===== config.mk =====
export PLATFORM = sky130hd
export DESIGN_NAME = spiMaster
export DESIGN_NICKNAME = d
export VERILOG_FILES = /design/src/rtl/spiPkg.sv /design/src/rtl/spiCtrl.sv /design/src/rtl/spiData.sv /design/src/rtl/spiMaster.sv
export SDC_FILE = /design/constraint.sdc
export NUM_CORES = 1
export LEC_CHECK = 0
export ABC_AREA = 1
export BUFFER_PORTS_ARGS = -buffer_cell sky130_fd_sc_hd__buf_2
export CAP_MARGIN = 0
export CORE_MARGIN = 2
export CORE_UTILIZATION = 40
export CTS_CLUSTER_SIZE = 20
export DETAILED_ROUTE_END_ITERATION = 6
export PLACE_DENSITY_LB_ADDON = 0.25
export REMOVE_ABC_BUFFERS = 1
export SYNTH_ARGS = -nofsm -noshare
export SYNTH_HDL_FRONTEND = slang
export SYNTH_HIERARCHICAL = 1
export SYNTH_SLANG_ARGS = --single-unit

===== constraint.sdc =====
create_clock -name clk -period 2.5 [get_ports clk]
set_input_delay 0.375 -clock clk [delete_from_list [all_inputs] [get_ports clk]]
set_output_delay 0.375 -clock clk [all_outputs]
set_load 0.005 [all_outputs]

===== src/rtl/spiPkg.sv =====
`timescale 1ns/1ps
package spiPkg;

  // Per-cycle commands from the sequencer to the datapath
  typedef struct packed {
    logic load;     // copy transmit buffer into the shift register
    logic sample;   // latch miso (even edge)
    logic shift;    // advance shift register (odd edge or final edge)
    logic useMiso;  // shift in miso directly instead of the latched bit
    logic present;  // update mosi with the next outgoing bit
    logic capture;  // move finished word into the receive register
  } strobe_t;

  typedef enum logic [2:0] {
    ST_IDLE  = 3'd0,
    ST_LEAD  = 3'd1,
    ST_XFER  = 3'd2,
    ST_TRAIL = 3'd3,
    ST_GAP   = 3'd4
  } seqState_t;

endpackage


===== src/rtl/spiCtrl.sv =====
`timescale 1ns/1ps
module spiCtrl
  import spiPkg::*;
#(
  parameter int DATA_W = 16,
  parameter int DIV_W  = 8,
  parameter int DLY_W  = 8
) (
  input  logic             clk,
  input  logic             rstN,
  input  logic             cfgWide,
  input  logic             cfgAutoSs,
  input  logic [DIV_W-1:0] cfgHalf,
  input  logic [DLY_W-1:0] cfgLead,
  input  logic [DLY_W-1:0] cfgTrail,
  input  logic [DLY_W-1:0] cfgIdle,
  input  logic             txPend,
  output strobe_t          strb,
  output logic             sckRaw,
  output logic             ssN,
  output logic             busy
);

  localparam int EDGE_W = $clog2(2 * DATA_W + 1);
  localparam int CNT_W  = (DLY_W > DIV_W) ? DLY_W : DIV_W;

  seqState_t         state;
  logic [CNT_W-1:0]  dlyCnt;
  logic [DIV_W-1:0]  divCnt;
  logic [EDGE_W-1:0] edgeCnt;

  logic [EDGE_W-1:0] lastEdge;
  logic [EDGE_W-1:0] nextEdge;
  logic [CNT_W-1:0]  trailLen;
  logic              edgeNow;
  logic              dlyDone;

  assign lastEdge = cfgWide ? EDGE_W'(2 * DATA_W) : EDGE_W'(DATA_W);
  assign nextEdge = edgeCnt + EDGE_W'(1);
  assign edgeNow  = (state == ST_XFER) && (divCnt == cfgHalf);
  assign dlyDone  = (dlyCnt == '0);
  assign trailLen = (CNT_W'(cfgTrail) > CNT_W'(cfgHalf)) ? CNT_W'(cfgTrail)
                                                         : CNT_W'(cfgHalf);
  assign busy     = (state != ST_IDLE) || txPend;

  always_comb begin
    strb = '0;
    strb.load = txPend && ((state == ST_IDLE) ||
                           ((state == ST_TRAIL) && dlyDone));
    if (edgeNow) begin
      if (nextEdge[0]) begin
        strb.present = 1'b1;
        strb.shift   = (nextEdge != EDGE_W'(1));
      end else if (nextEdge == lastEdge) begin
        strb.shift   = 1'b1;
        strb.useMiso = 1'b1;
        strb.capture = 1'b1;
      end else begin
        strb.sample  = 1'b1;
      end
    end
  end

  always_ff @(posedge clk or negedge rstN) begin
    if (!rstN) begin
      state   <= ST_IDLE;
      dlyCnt  <= '0;
      divCnt  <= '0;
      edgeCnt <= '0;
      sckRaw  <= 1'b0;
      ssN     <= 1'b1;
    end else begin
      case (state)
        ST_IDLE: begin
          if (txPend) begin
            state  <= ST_LEAD;
            dlyCnt <= CNT_W'(cfgLead);
            ssN    <= !cfgAutoSs;
          end
        end
        ST_LEAD: begin
          if (dlyDone) begin
            state   <= ST_XFER;
            divCnt  <= '0;
            edgeCnt <= '0;
          end else begin
            dlyCnt <= dlyCnt - CNT_W'(1);
          end
        end
        ST_XFER: begin
          if (edgeNow) begin
            divCnt  <= '0;
            edgeCnt <= nextEdge;
            sckRaw  <= ~sckRaw;
            if (nextEdge == lastEdge) begin
              state  <= ST_TRAIL;
              dlyCnt <= trailLen;
            end
          end else begin
            divCnt <= divCnt + DIV_W'(1);
          end
        end
        ST_TRAIL: begin
          if (dlyDone) begin
            if (txPend) begin
              state   <= ST_XFER;
              divCnt  <= '0;
              edgeCnt <= '0;
            end else begin
              state  <= ST_GAP;
              dlyCnt <= CNT_W'(cfgIdle);
              ssN    <= 1'b1;
            end
          end else begin
            dlyCnt <= dlyCnt - CNT_W'(1);
          end
        end
        ST_GAP: begin
          if (dlyDone) state <= ST_IDLE;
          else         dlyCnt <= dlyCnt - CNT_W'(1);
        end
        default: state <= ST_IDLE;
      endcase
    end
  end

  // the clock is back at its idle level whenever not shifting
  p_sck_idle_r7: assert property (@(posedge clk) disable iff (!rstN)
    (state != ST_XFER) |-> !sckRaw);

  // never more than 2n edges in one word
  p_edge_bound_r1: assert property (@(posedge clk) disable iff (!rstN)
    (state == ST_XFER) |-> (edgeCnt < lastEdge));

  // select is low while clocking when automatic select is on
  p_ss_low_r8: assert property (@(posedge clk) disable iff (!rstN)
    (state == ST_XFER && cfgAutoSs) |-> !ssN);

  // a pending word chains straight into shifting, select unchanged
  p_chain_r10: assert property (@(posedge clk) disable iff (!rstN)
    (state == ST_TRAIL && dlyDone && txPend) |=> (state == ST_XFER && $stable(ssN)));

endmodule


===== src/rtl/spiData.sv =====
`timescale 1ns/1ps
module spiData
  import spiPkg::*;
#(
  parameter int DATA_W = 16
) (
  input  logic              clk,
  input  logic              rstN,
  input  logic              cfgWide,
  input  logic              cfgLsbFirst,
  input  logic              txWrite,
  input  logic [DATA_W-1:0] txData,
  input  logic              rxRead,
  input  logic              miso,
  input  strobe_t           strb,
  output logic              txPend,
  output logic              mosi,
  output logic [DATA_W-1:0] rxData,
  output logic              doneFlag,
  output logic              overrun
);

  localparam int HALF_W = DATA_W / 2;
  localparam int IDX_W  = $clog2(DATA_W);

  logic [DATA_W-1:0] txBuf;
  logic [DATA_W-1:0] shiftReg;
  logic [DATA_W-1:0] shiftNext;
  logic [DATA_W-1:0] shiftUse;
  logic [DATA_W-1:0] widthMask;
  logic [DATA_W-1:0] inVec;
  logic [IDX_W-1:0]  topIdx;
  logic              sampBit;
  logic              inBit;
  logic              outBit;

  assign widthMask = cfgWide ? {DATA_W{1'b1}}
                             : {{(DATA_W-HALF_W){1'b0}}, {HALF_W{1'b1}}};
  assign topIdx    = cfgWide ? IDX_W'(DATA_W - 1) : IDX_W'(HALF_W - 1);
  assign inBit     = strb.useMiso ? miso : sampBit;

  always_comb begin
    inVec         = '0;
    inVec[topIdx] = inBit;
    if (cfgLsbFirst)
      shiftNext = (shiftReg >> 1) | inVec;
    else
      shiftNext = ((shiftReg << 1) | {{(DATA_W-1){1'b0}}, inBit}) & widthMask;
    shiftUse = strb.shift ? shiftNext : shiftReg;
    outBit   = cfgLsbFirst ? shiftUse[0] : shiftUse[topIdx];
  end

  always_ff @(posedge clk or negedge rstN) begin
    if (!rstN) begin
      txBuf    <= '0;
      txPend   <= 1'b0;
      shiftReg <= '0;
      sampBit  <= 1'b0;
      mosi     <= 1'b0;
      rxData   <= '0;
      doneFlag <= 1'b0;
      overrun  <= 1'b0;
    end else begin
      if (txWrite) begin
        txBuf  <= txData;
        txPend <= 1'b1;
      end else if (strb.load) begin
        txPend <= 1'b0;
      end

      if (strb.load)       shiftReg <= txBuf & widthMask;
      else if (strb.shift) shiftReg <= shiftNext;

      if (strb.sample)  sampBit <= miso;
      if (strb.present) mosi    <= outBit;

      if (strb.capture) begin
        rxData   <= shiftNext;
        doneFlag <= 1'b1;
        if (doneFlag && !rxRead) overrun <= 1'b1;
        else if (rxRead)         overrun <= 1'b0;
      end else if (rxRead) begin
        doneFlag <= 1'b0;
        overrun  <= 1'b0;
      end
    end
  end

  // a landed word always leaves the flag set
  p_flag_on_capture_r5: assert property (@(posedge clk) disable iff (!rstN)
    strb.capture |=> doneFlag);

  // receive register only moves when a word lands
  p_rx_hold_r4: assert property (@(posedge clk) disable iff (!rstN)
    !strb.capture |=> $stable(rxData));

  // serial output only moves on odd edges
  p_mosi_hold_r2: assert property (@(posedge clk) disable iff (!rstN)
    !strb.present |=> $stable(mosi));

  // overrun rises only when a word lands on an unread one
  p_ovr_cause_r6: assert property (@(posedge clk) disable iff (!rstN)
    $rose(overrun) |-> $past(doneFlag && strb.capture && !rxRead));

endmodule


===== src/rtl/spiMaster.sv =====
`timescale 1ns/1ps
module spiMaster
  import spiPkg::*;
#(
  parameter int DATA_W = 16,
  parameter int DIV_W  = 8,
  parameter int DLY_W  = 8
) (
  input  logic              clk,
  input  logic              rstN,
  input  logic              cfgCpol,
  input  logic              cfgLsbFirst,
  input  logic              cfgWide,
  input  logic              cfgAutoSs,
  input  logic [DIV_W-1:0]  cfgHalf,
  input  logic [DLY_W-1:0]  cfgLead,
  input  logic [DLY_W-1:0]  cfgTrail,
  input  logic [DLY_W-1:0]  cfgIdle,
  input  logic              txWrite,
  input  logic [DATA_W-1:0] txData,
  input  logic              rxRead,
  input  logic              miso,
  output logic [DATA_W-1:0] rxData,
  output logic              doneFlag,
  output logic              overrun,
  output logic              busy,
  output logic              sck,
  output logic              mosi,
  output logic              ssN
);

  strobe_t strb;
  logic    txPend;
  logic    sckRaw;

  spiCtrl #(.DATA_W(DATA_W), .DIV_W(DIV_W), .DLY_W(DLY_W)) u_ctrl (
    .clk       (clk),
    .rstN      (rstN),
    .cfgWide   (cfgWide),
    .cfgAutoSs (cfgAutoSs),
    .cfgHalf   (cfgHalf),
    .cfgLead   (cfgLead),
    .cfgTrail  (cfgTrail),
    .cfgIdle   (cfgIdle),
    .txPend    (txPend),
    .strb      (strb),
    .sckRaw    (sckRaw),
    .ssN       (ssN),
    .busy      (busy)
  );

  spiData #(.DATA_W(DATA_W)) u_data (
    .clk         (clk),
    .rstN        (rstN),
    .cfgWide     (cfgWide),
    .cfgLsbFirst (cfgLsbFirst),
    .txWrite     (txWrite),
    .txData      (txData),
    .rxRead      (rxRead),
    .miso        (miso),
    .strb        (strb),
    .txPend      (txPend),
    .mosi        (mosi),
    .rxData      (rxData),
    .doneFlag    (doneFlag),
    .overrun     (overrun)
  );

  assign sck = sckRaw ^ cfgCpol;

endmodule


# After elaboration in Yosys (flattened, before gate mapping)
# Index checks and enable logic that the tools add are counted.
[word_totals]
rom_bits = 0
in_bits = 57
register_bits = 80
mem_count = 0
ram_bits = 0
elab_cells = 126
latch_bits = 0
out_inout_bits = 22
[op_classes]
n_shift = 0
n_bitwise = 7
magnitude_cmp = 3
addsub = 3
div = 0
muxes = 58
n_eq_ne = 17
multipliers = 0
reduce_logical = 24
[ops]
columns = ["operator", "n"]
rows = [
  ["$mux 8", 11],
  ["$mux 16", 4],
  ["$and 16x16->16", 3],
  ["$pmux 8 s4", 1],
  ["$mux 6", 5],
  ["$pmux 8 s3", 1],
  ["$mux 1", 21],
  ["$mux 3", 7],
  ["$pmux 6 s3", 1],
  ["$or 15x16->16", 1],
  ["$or 16x1->16", 1],
  ["$pmux 3 s5", 1],
  ["$ne 2x1->1 const B", 6],
  ["$reduce_and 6->1", 2],
  ["$add 8x1->8 const B", 1],
  ["$eq 8x8->1", 1],
  ["$gt 8x8->1", 1],
  ["$logic_not 8->1", 1],
  ["$reduce_and 4->1", 2],
  ["$sub 8x1->8 const B", 1],
  ["$add 6x1->6 const B", 1],
  ["$eq 3x2->1 const B", 2],
  ["$eq 6x6->1", 1],
  ["$ne 2x2->1 const B", 3],
  ["24 further kinds", 33],
]

# Longest topological paths before layout
# Gate-level depths: netlist of the first run.
[logic_depth]
ltp_word = 13
depth_mapped = 20
depth_no_buf = 19

# By module
# Netlist of the first run, hierarchy kept.
[modules_own_cells]
columns = ["module", "cells_per_inst", "seq_area_each_um2", "area_per_inst_um2", "instances"]
rows = [
  ["spiCtrl", 358, 676.9, 2408.6, 1],
  ["spiData", 286, 1326.3, 2357.3, 1],
  ["spiMaster", 5, 0.0, 18.8, 1],
]

# Least setup slack after synthesis of the first run
# No wires, ideal clock.
[synth_path]
kind = "register to register"
start = "reg u_ctrl.edgeCnt[0]"
end = "reg u_data.shiftReg[9]"
t_required_ps = 2413
arrival_ps = 2271
stages_incl_launch_ff = 13
setup_time_ps = 87
setup_slack_ps = 142
path_buffers = 1
synth_period_minus_slack_ps = 2358
path_cell_list = "dfrtp_1 ha_1 xor2_1 nor2_1 nand3_1 nor2_2 inv_2 o21ai_0 inv_2 nor2_2 buf_2 nand2_1 o211ai_1"
[synth_rtl]
columns = ["item", "line", "text"]
rows = [
  ["from (decl)", "spiCtrl.sv:30", "logic [EDGE_W-1:0] edgeCnt;"],
  ["from (signal assigned)", "spiCtrl.sv:93", "edgeCnt <= nextEdge;"],
  ["to (signal assigned)", "spiData.sv:71", "if (strb.load) shiftReg <= txBuf & widthMask;"],
  ["to (signal assigned)", "spiData.sv:72", "else if (strb.shift) shiftReg <= shiftNext;"],
  ["to (decl)", "spiData.sv:27", "logic [DATA_W-1:0] shiftReg;"],
]

# Worst setup path after layout of the first run
[layout_path]
start = "reg u_ctrl.edgeCnt[1]"
end = "reg u_data.shiftReg[0]"
[layout_via]
elab_chain_len = 11
elab_cells_between_ends = 15
cone_classes = "add/sub: 1; eq/ne: 2; mux: 8; bitwise: 4"
[layout_rtl]
columns = ["item", "line", "text"]
rows = [
  ["$add 6x1->6 (*)", "spiCtrl.sv:39", "assign nextEdge = edgeCnt + EDGE_W'(1);"],
  ["$eq 6x6->1", "spiCtrl.sv:54", "end else if (nextEdge == lastEdge) begin"],
  ["$mux 2", "spiCtrl.sv:54", ""],
  ["$mux 1", "spiCtrl.sv:51", "if (nextEdge[0]) begin"],
  ["$mux 5 (*)", "spiCtrl.sv:50", "if (edgeNow) begin"],
  ["$mux 1", "spiData.sv:40", "assign inBit = strb.useMiso ? miso : sampBit;"],
  ["$or 16x1->16 / $and 16x16->16 (equally long branches)", "n/a", ""],
  ["$and 16x16->16 / $or 15x16->16 (equally long branches)", "spiData.sv:48, spiData.sv:46", ""],
  ["$mux 16", "spiData.sv:45", "if (cfgLsbFirst)"],
  ["$mux 16 (*)", "n/a", ""],
  ["$mux 16 (*)", "spiData.sv:71", ""],
]
# Mark *: on every way between the ends. The rest lies on a longest branch, timed or not.
# A chain may end at the register's enable or synchronous reset.

==> run_results.csv, run 1 <==
group,metric,value,unit
logic_synthesis,synth-main-ff-cell,"dfrtp_1",
die,fp.dieW,113,um
clock_tree,path_clk_slew,0.06,ns
clock_tree,clock_path_buffers,2,
logic_synthesis,syn_area_per_cell,7.37,um2
timing,fin_skew,0.00716,ns
clock_tree,hold_buffers,0,
setup_path,critPathCaptureType,"register",
logic_synthesis,synthArstFlopShare,100,%
global_routing,grt_overflow_total,0,
timing,tns,0,ns
clock_tree,clock-sinks,80,
power,max-vdd-ir-drop,0.000415,V
die,core_area,11600,um2
detailed_routing,postRouteAntennaNets,0,
logic_synthesis,netlist_instances,649,
clock_tree,cts_tree,"done",
detailed_routing,routedWlPerCell,13.1,um
detailed_routing,routed_wl,11600,um
global_routing,gr-usage-all-layers,18.9,%
timing,setup_viol,0,
power,p_leak,3.09,nW
setup_path,cp.required,2.72,ns
setup_path,crit_fanout,6,
detailed_routing,drc,0,
cells_and_area,finalNetCount,808,
logic_synthesis,netlist-cell-type-count,42,
setup_path,worstPathArrival,2.52,ns
placed_design,place_area,5380,um2
die,dieHeight,113,um
global_routing,first_global_vias,4241,
detailed_routing,dr.pass1.iters,5,
power,p_per_area,884,nW/um2
placed_design,dpl.hpwl,8820,um
clock_tree,htree_levels,3,
placed_design,port_buffers,78,
cells_and_area,syn2layout_area_growth,19.3,%
setup_path,path_class,"reg2reg",
logic_synthesis,yosysTopAreaCellShare,41.3,%
detailed_routing,drt-vias-per-instance,4.95,
cells_and_area,drive_above_1_share,21.0,%
die,rows,39,
logic_synthesis,ys_seq_elements,80,
timing,max_freq,435,MHz
logic_synthesis,synth.area.top_cells,"dfrtp_1 41%, nand2_1 19%, inv_1 6.1%",
die,die_area,12900,um2
cells_and_area,final_area,5710,um2
setup_path,start_kind,"register",
clock_tree,cts_made_buffers,9,
timing,period_needed,2.30,ns
placed_design,gp_congestion,0.928,
timing,relSlewSlack,47.1,%
logic_synthesis,netlist.top_cell.by_area,"dfrtp_1",
global_routing,grt_max_degree,64,
timing,tightest_slew,0.794,ns
detailed_routing,drt_iter0_markers,236,
clock_tree,cts-root-buf,"clkbuf_16",
timing,fin_crit_sh,92.0,%
logic_synthesis,synth-warning-count,6,
logic_synthesis,yosysSeqAreaShare,41.9,%
flow_run,drv.max_cap_violation_count,0,
die,start_util,41.4,%
timing,finalHoldViolCount,0,
logic_synthesis,synth_area,4780,um2
logic_synthesis,synth_edf_count,0,
detailed_routing,via_count,4385,
global_routing,grt_pass1_wl,19700,um
clock_tree,insertion_delay,0.34,ns
min_path,holdCritPathClass,"in2async",
die,ioPinCount,79,
clock_tree,cts_setup_buffers,0,
status,outcome,"finished, final reports clean",
global_routing,antenna_found_initial,1,
timing,finalMaxSlewViolations,0,
-- report_power, final --
part	internal, mW	total, mW	leakage, nW	switching, mW
Combinational	0.691	1.88	1.90	1.19
Sequential	1.58	1.79	1.03	0.217
Clock	0.833	1.37	0.153	0.540
-- timing repair --
item	4_1_cts	5_1_grt
endpoints found under the setup margin	10	15
resized for setup	1	4
pin swaps	0	1
-- path summary, 6_finish.rpt --
check                                              start                        endpoint  cells past startpoint  slack (ns)
max                        u_ctrl/edgeCnt[1]$_DFFE_PN0P_    u_data/shiftReg[0]$_DFF_PN0_                     14        0.20
max in group asynchronous                           rstN  u_data/shiftReg[6]$_DFFE_PN0P_                      2        1.74
min reg2reg                  u_data/txBuf[9]$_DFFE_PN0P_     u_data/txBuf[9]$_DFFE_PN0P_                      2        0.47
max reg2reg                u_ctrl/edgeCnt[1]$_DFFE_PN0P_    u_data/shiftReg[0]$_DFF_PN0_                     14        0.20
min                                                 rstN    u_ctrl/divCnt[7]$_DFFE_PN0P_                      1        0.11
min in group clk                               txData[6]     u_data/txBuf[6]$_DFFE_PN0P_                      3        0.23
-- cells by family after synthesis --
group                      synth area share [%]
xor gates and xnor gates                   2.01
buffers and inverters                      8.47
DFF                                        41.9
AOI/OAI and AO/OA                          9.47
and+or+nand+nor                            34.5
adders and majority gates                  3.66
-- cells in the final DEF, fill, tap and decap left out, types with 4 or more instances in the layout --
cell type / count
nand2_1: 241
dfrtp_1: 79
inv_1: 78
buf_2: 77
nand3_1: 53
nor2_1: 34
o21ai_0: 28
ha_1: 14
buf_4: 13
nor2_2: 11
a21oi_1: 10
clkbuf_16: 9
inv_2: 9
nand4_1: 8
xor2_1: 7
nand2_2: 7
nand2_4: 5
o211ai_1: 5
nor2_4: 4
xnor2_1: 4
o21ai_1: 4
a31oi_1: 4
o221ai_1: 4
o22ai_2: 4
-- layout make-up --
class	count	area (um2)
clock inverters	5	60.1
well taps	143	179
fillers	1136	5860
repair buffers	90	483
diodes	1	2.50
flip-flops and latches	80	2000
clock buffers	11	253
multi-input cells	468	2390
inverters	88	335
-- synthesized netlist by cell type (5+ instances only) --
master and n:
nand2_1 241, dfrtp_1 79, buf_2 5, nand2_2 7, a21oi_1 10, o211ai_1 5
inv_2 9, xor2_1 7, ha_1 14, nand2_4 5, o21ai_0 29, nand4_1 8
nor2_1 36, nand3_1 53, nor2_2 9, inv_1 78
-- worst max-delay path, stage by stage, from the launching register on --
cell	delay (ns)
dfrtp_1	0.44
ha_1	0.25
xor2_1	0.16
nor2_1	0.16
nand3_1	0.11
nor2_2	0.16
inv_2	0.09
nor2_2	0.15
inv_1	0.06
nand2_1	0.08
nand2_1	0.07
o21ai_1	0.17
o21ai_0	0.13
nand2_1	0.07
o21ai_0	0.07
-- sequential cells by signal (all words and copies together) (netlist names) --
| name | flops |
|---|---|
| u_ctrl/divCnt | 8 |
| u_ctrl/dlyCnt | 8 |
| u_ctrl/edgeCnt | 6 |
| u_ctrl/sckRaw | 1 |
| u_ctrl/ssN | 1 |
| u_ctrl/state | 3 |
| u_data/doneFlag | 1 |
| u_data/mosi | 1 |
| u_data/overrun | 1 |
| u_data/rxData | 16 |
| u_data/sampBit | 1 |
| u_data/shiftReg | 16 |
| u_data/txBuf | 16 |
| u_data/txPend | 1 |
-- per-stage QoR --
| stage | util, % | hold slack [ns] | power (mW) | setup WS, ns | std cells |
|---|---|---|---|---|---|
| floorplan | - | 0.0794 | 3.16 | -0.176 | 636 |
| global placement | 46.5 | 0.456 | 3.65 | 0.0368 | 869 |
| detailed placement | 46.5 | 0.459 | 3.68 | -0.0534 | 869 |
| CTS | 49.2 | 0.149 | 5.08 | 0.112 | 885 |
| global route | 49.4 | 0.185 | 5.44 | -0.00792 | 886 |
| finish | 49.4 | 0.112 | 5.05 | 0.199 | 886 |
-- per-layer routing --
| layer | track usage, % | share of wire, % | vias up |
|---|---|---|---|
| met3 | 3.67 | 4.5 | 21 |
| met4 | 7.32 | 1.9 | 0 |
| met1 | 26.0 | 48 | 2017 |
| li1 | - | - | 2235 |
| met2 | 29.9 | 46 | 112 |
| met5 | 0 | 0 | - |
Note: power is estimated with default switching activity, not from simulation.
==> inputs of run 2 (changes only) <==
- ABC_AREA: 1 -> not set
==> run 2 against run 1 <==
The flow now finishes with violations (hold timing, setup timing). Routed wire length is 9.5% higher. Die area is 4.0% higher. Via count is 0.48% lower. Largest cell class unchanged.
==> run_results.csv, run 2 <==
group,metric,value,unit
die,dieHeight,116,um
timing,max_freq,397,MHz
clock_tree,hold_buffers,0,
setup_path,start_kind,"register",
timing,rsz0062_at_grt,"yes",
clock_tree,clock-sinks,80,
setup_path,crit_family,"compound AO/OA/AOI/OAI gates",
timing,tns,-0.0415,ns
logic_synthesis,yosysSeqAreaShare,40.2,%
placed_design,port_buffers,78,
placed_design,place_ws,-0.117,ns
cells_and_area,finalNetCount,701,
cells_and_area,final_common_cell,"dfrtp_1",
global_routing,first_global_vias,4441,
placed_design,gp_congestion,0.899,
power,p_per_area,675,nW/um2
detailed_routing,drt-vias-per-instance,5.43,
logic_synthesis,synthArstFlopShare,100,%
setup_path,crit_chain,"buf_4 > a21boi_0 > o2111ai_1 > and4_4 > or2_4 > a221oi_4 > buf_4 > buf_6 > mux2i_1 > nand2_1 > a32o_1",
logic_synthesis,synth_edf_count,0,
clock_tree,cts-root-buf,"clkbuf_16",
global_routing,grt_max_degree,45,
cells_and_area,fin_util,51.9,%
cells_and_area,syn2layout_area_growth,25.7,%
timing,period_needed,2.52,ns
timing,fin_hold_ws,-0.00188,ns
detailed_routing,drc,0,
global_routing,grt_pass1_wl,21400,um
logic_synthesis,synthMostInstantiatedCell,"dfrtp_1",
global_routing,grt_overflow_total,0,
logic_synthesis,netlist.top_cell.by_area,"dfrtp_1",
cells_and_area,nFillCells,1130,
placed_design,dpl.hpwl,9440,um
timing,finalHoldViolCount,1,
setup_path,critPathCaptureType,"register",
clock_tree,cts_made_buffers,9,
setup_path,slowest_delay,0.38,ns
status,outcome,"finished with violations",
detailed_routing,via_count,4364,
die,fp.dieW,116,um
power,max-vdd-ir-drop,0.000484,V
cells_and_area,n_antenna_cell,0,
logic_synthesis,synth-warning-count,6,
cells_and_area,drive_above_1_share,32.9,%
logic_synthesis,syn_area_per_cell,9.53,um2
die,die_area,13400,um2
clock_tree,insertion_delay,0.34,ns
logic_synthesis,yosysTopAreaCellShare,39.7,%
logic_synthesis,synth_area,4980,um2
die,ioPinCount,79,
cells_and_area,layout_common_cells,"79 x dfrtp_1, 77 x buf_2, 47 x buf_4, 47 x nor2_1, 45 x nand2_1",
setup_path,r2r_end,"u_data/mosi$_DFFE_PN0P_",
logic_synthesis,netlist_instances,523,
logic_synthesis,synthTopCellsByCount,"79 x dfrtp_1, 47 x nor2_1, 45 x nand2_1",
detailed_routing,routed_wl,12800,um
setup_path,cp.required,2.73,ns
power,finalPower,4.23,mW
setup_path,cp_slowest_cell,"dfrtp_1",
timing,setup_viol,3,
global_routing,gr-usage-all-layers,20.3,%
clock_tree,htree_levels,3,
flow_run,drv.max_cap_violation_count,0,
setup_path,r2r_slack,-0.02,ns
logic_synthesis,netlist-cell-type-count,70,
detailed_routing,drt_iter0_markers,216,
power,p_leak,2.86,nW
detailed_routing,dr.pass1.iters,4,
timing,relSlewSlack,54.0,%
detailed_routing,routedWlPerCell,15.9,um
setup_path,rr_startpoint,"u_ctrl/edgeCnt[1]$_DFFE_PN0P_",
die,start_util,41.3,%
clock_tree,cts_tree,"done",
timing,tightest_slew,0.689,ns
min_path,holdCritPathClass,"in2async",
die,core_area,12100,um2
placed_design,dp_cells,784,
setup_path,crit_fanout,8,
setup_path,path_buf_inv,3,
detailed_routing,postRouteAntennaNets,0,
timing,finalMaxSlewViolations,0,
cells_and_area,instances_no_fill,803,
timing,fin_skew,0.00594,ns
timing,fin_crit_sh,101,%
clock_tree,path_clk_slew,0.06,ns
status,violations,"hold timing, setup timing",
logic_synthesis,ys_seq_elements,80,
die,rows,40,
timing,setup_ws,-0.0174,ns
clock_tree,clock_path_buffers,2,
setup_path,worstPathArrival,2.75,ns
setup_path,critical_path.most_common_cell,"buf_4",
setup_path,worstRegToRegCells,11,
logic_synthesis,synth.area.top_cells,"dfrtp_1 40%, mux2_2 5.0%, nor2_1 3.5%",
setup_path,path_class,"reg2reg",
global_routing,antenna_found_initial,0,
logic_synthesis,synth-main-ff-cell,"dfrtp_1",
cells_and_area,largest_registers,"u_data/rxData: 16 flops, u_data/shiftReg: 16 flops, u_data/txBuf: 16 flops",
-- run 2: layout make-up --
type / instances / area [um2] / area share, %
multi-input cells: 386 / 2860 / 45.6
flip-flops and latches: 80 / 2000 / 32.0
repair buffers: 129 / 803 / 12.8
clock buffers: 11 / 243 / 3.87
well taps: 168 / 210 / 3.36
inverters: 24 / 93.8 / 1.50
clock inverters: 5 / 56.3 / 0.899
-- run 2: metal layers --
layer  vias to the layer above  track usage, %  routed length [um]
li1                       2142               -                   -
met1                      2097            26.4                5780
met2                       107            33.3                6190
met3                        18            3.45                 521
met4                         0            8.76                 255
met5                         -               0                   0
-- run 2: where the power goes --
| group | total (mW) | switching (mW) | internal [mW] |
|---|---|---|---|
| logic | 1.19 | 0.584 | 0.604 |
| clock network | 1.32 | 0.522 | 0.799 |
| registers | 1.72 | 0.216 | 1.51 |
-- run 2: timing repair --
action	in CTS	in global routing
setup buffers	0	2
gates cloned	1	0
pin swaps	11	7
gates resized for setup	23	10
endpoints found under the setup margin	21	29
-- run 2: kinds of logic after synthesis --
| logic type | after synthesis | synth area share (%) |
|---|---|---|
| compound gates | 165 | 23.9 |
| xor+xnor | 15 | 2.64 |
| fa+ha+maj | 14 | 3.52 |
| buf+inv | 57 | 5.47 |
| flops | 80 | 40.2 |
| mux | 33 | 7.48 |
| simple gates | 159 | 16.8 |
-- run 2: worst max path at each step --
| stage | startpoint | end | slack, ns | cells after the start |
|---|---|---|---|---|
| 2_1_floorplan | u_ctrl/edgeCnt[0]$_DFFE_PN0P_ | u_data/shiftReg[15]$_DFF_PN0_ | -2.04 | 9 |
| 5_1_grt | u_ctrl/edgeCnt[1]$_DFFE_PN0P_ | u_data/shiftReg[11]$_DFFE_PN0P_ | -0.19 | 11 |
| 3_3_place_gp | u_ctrl/edgeCnt[0]$_DFFE_PN0P_ | u_data/shiftReg[15]$_DFF_PN0_ | -0.08 | 9 |
| 6_report | u_ctrl/edgeCnt[1]$_DFFE_PN0P_ | u_data/mosi$_DFFE_PN0P_ | -0.02 | 11 |
| 4_1_cts | u_ctrl/edgeCnt[1]$_DFFE_PN0P_ | u_data/shiftReg[11]$_DFFE_PN0P_ | -0.04 | 10 |
| 3_5_place_dp | u_ctrl/edgeCnt[0]$_DFFE_PN0P_ | u_data/shiftReg[15]$_DFF_PN0_ | -0.12 | 9 |
-- run 2: metrics by stage --
stage          area [um2]  hold WS [ns]
4_1_cts              6200        0.0150
2_1_floorplan        4800        0.0794
3_5_place_dp         5790         0.383
5_1_grt              6260        0.0365
3_3_place_gp         5790         0.374
6_report             6260      -0.00188
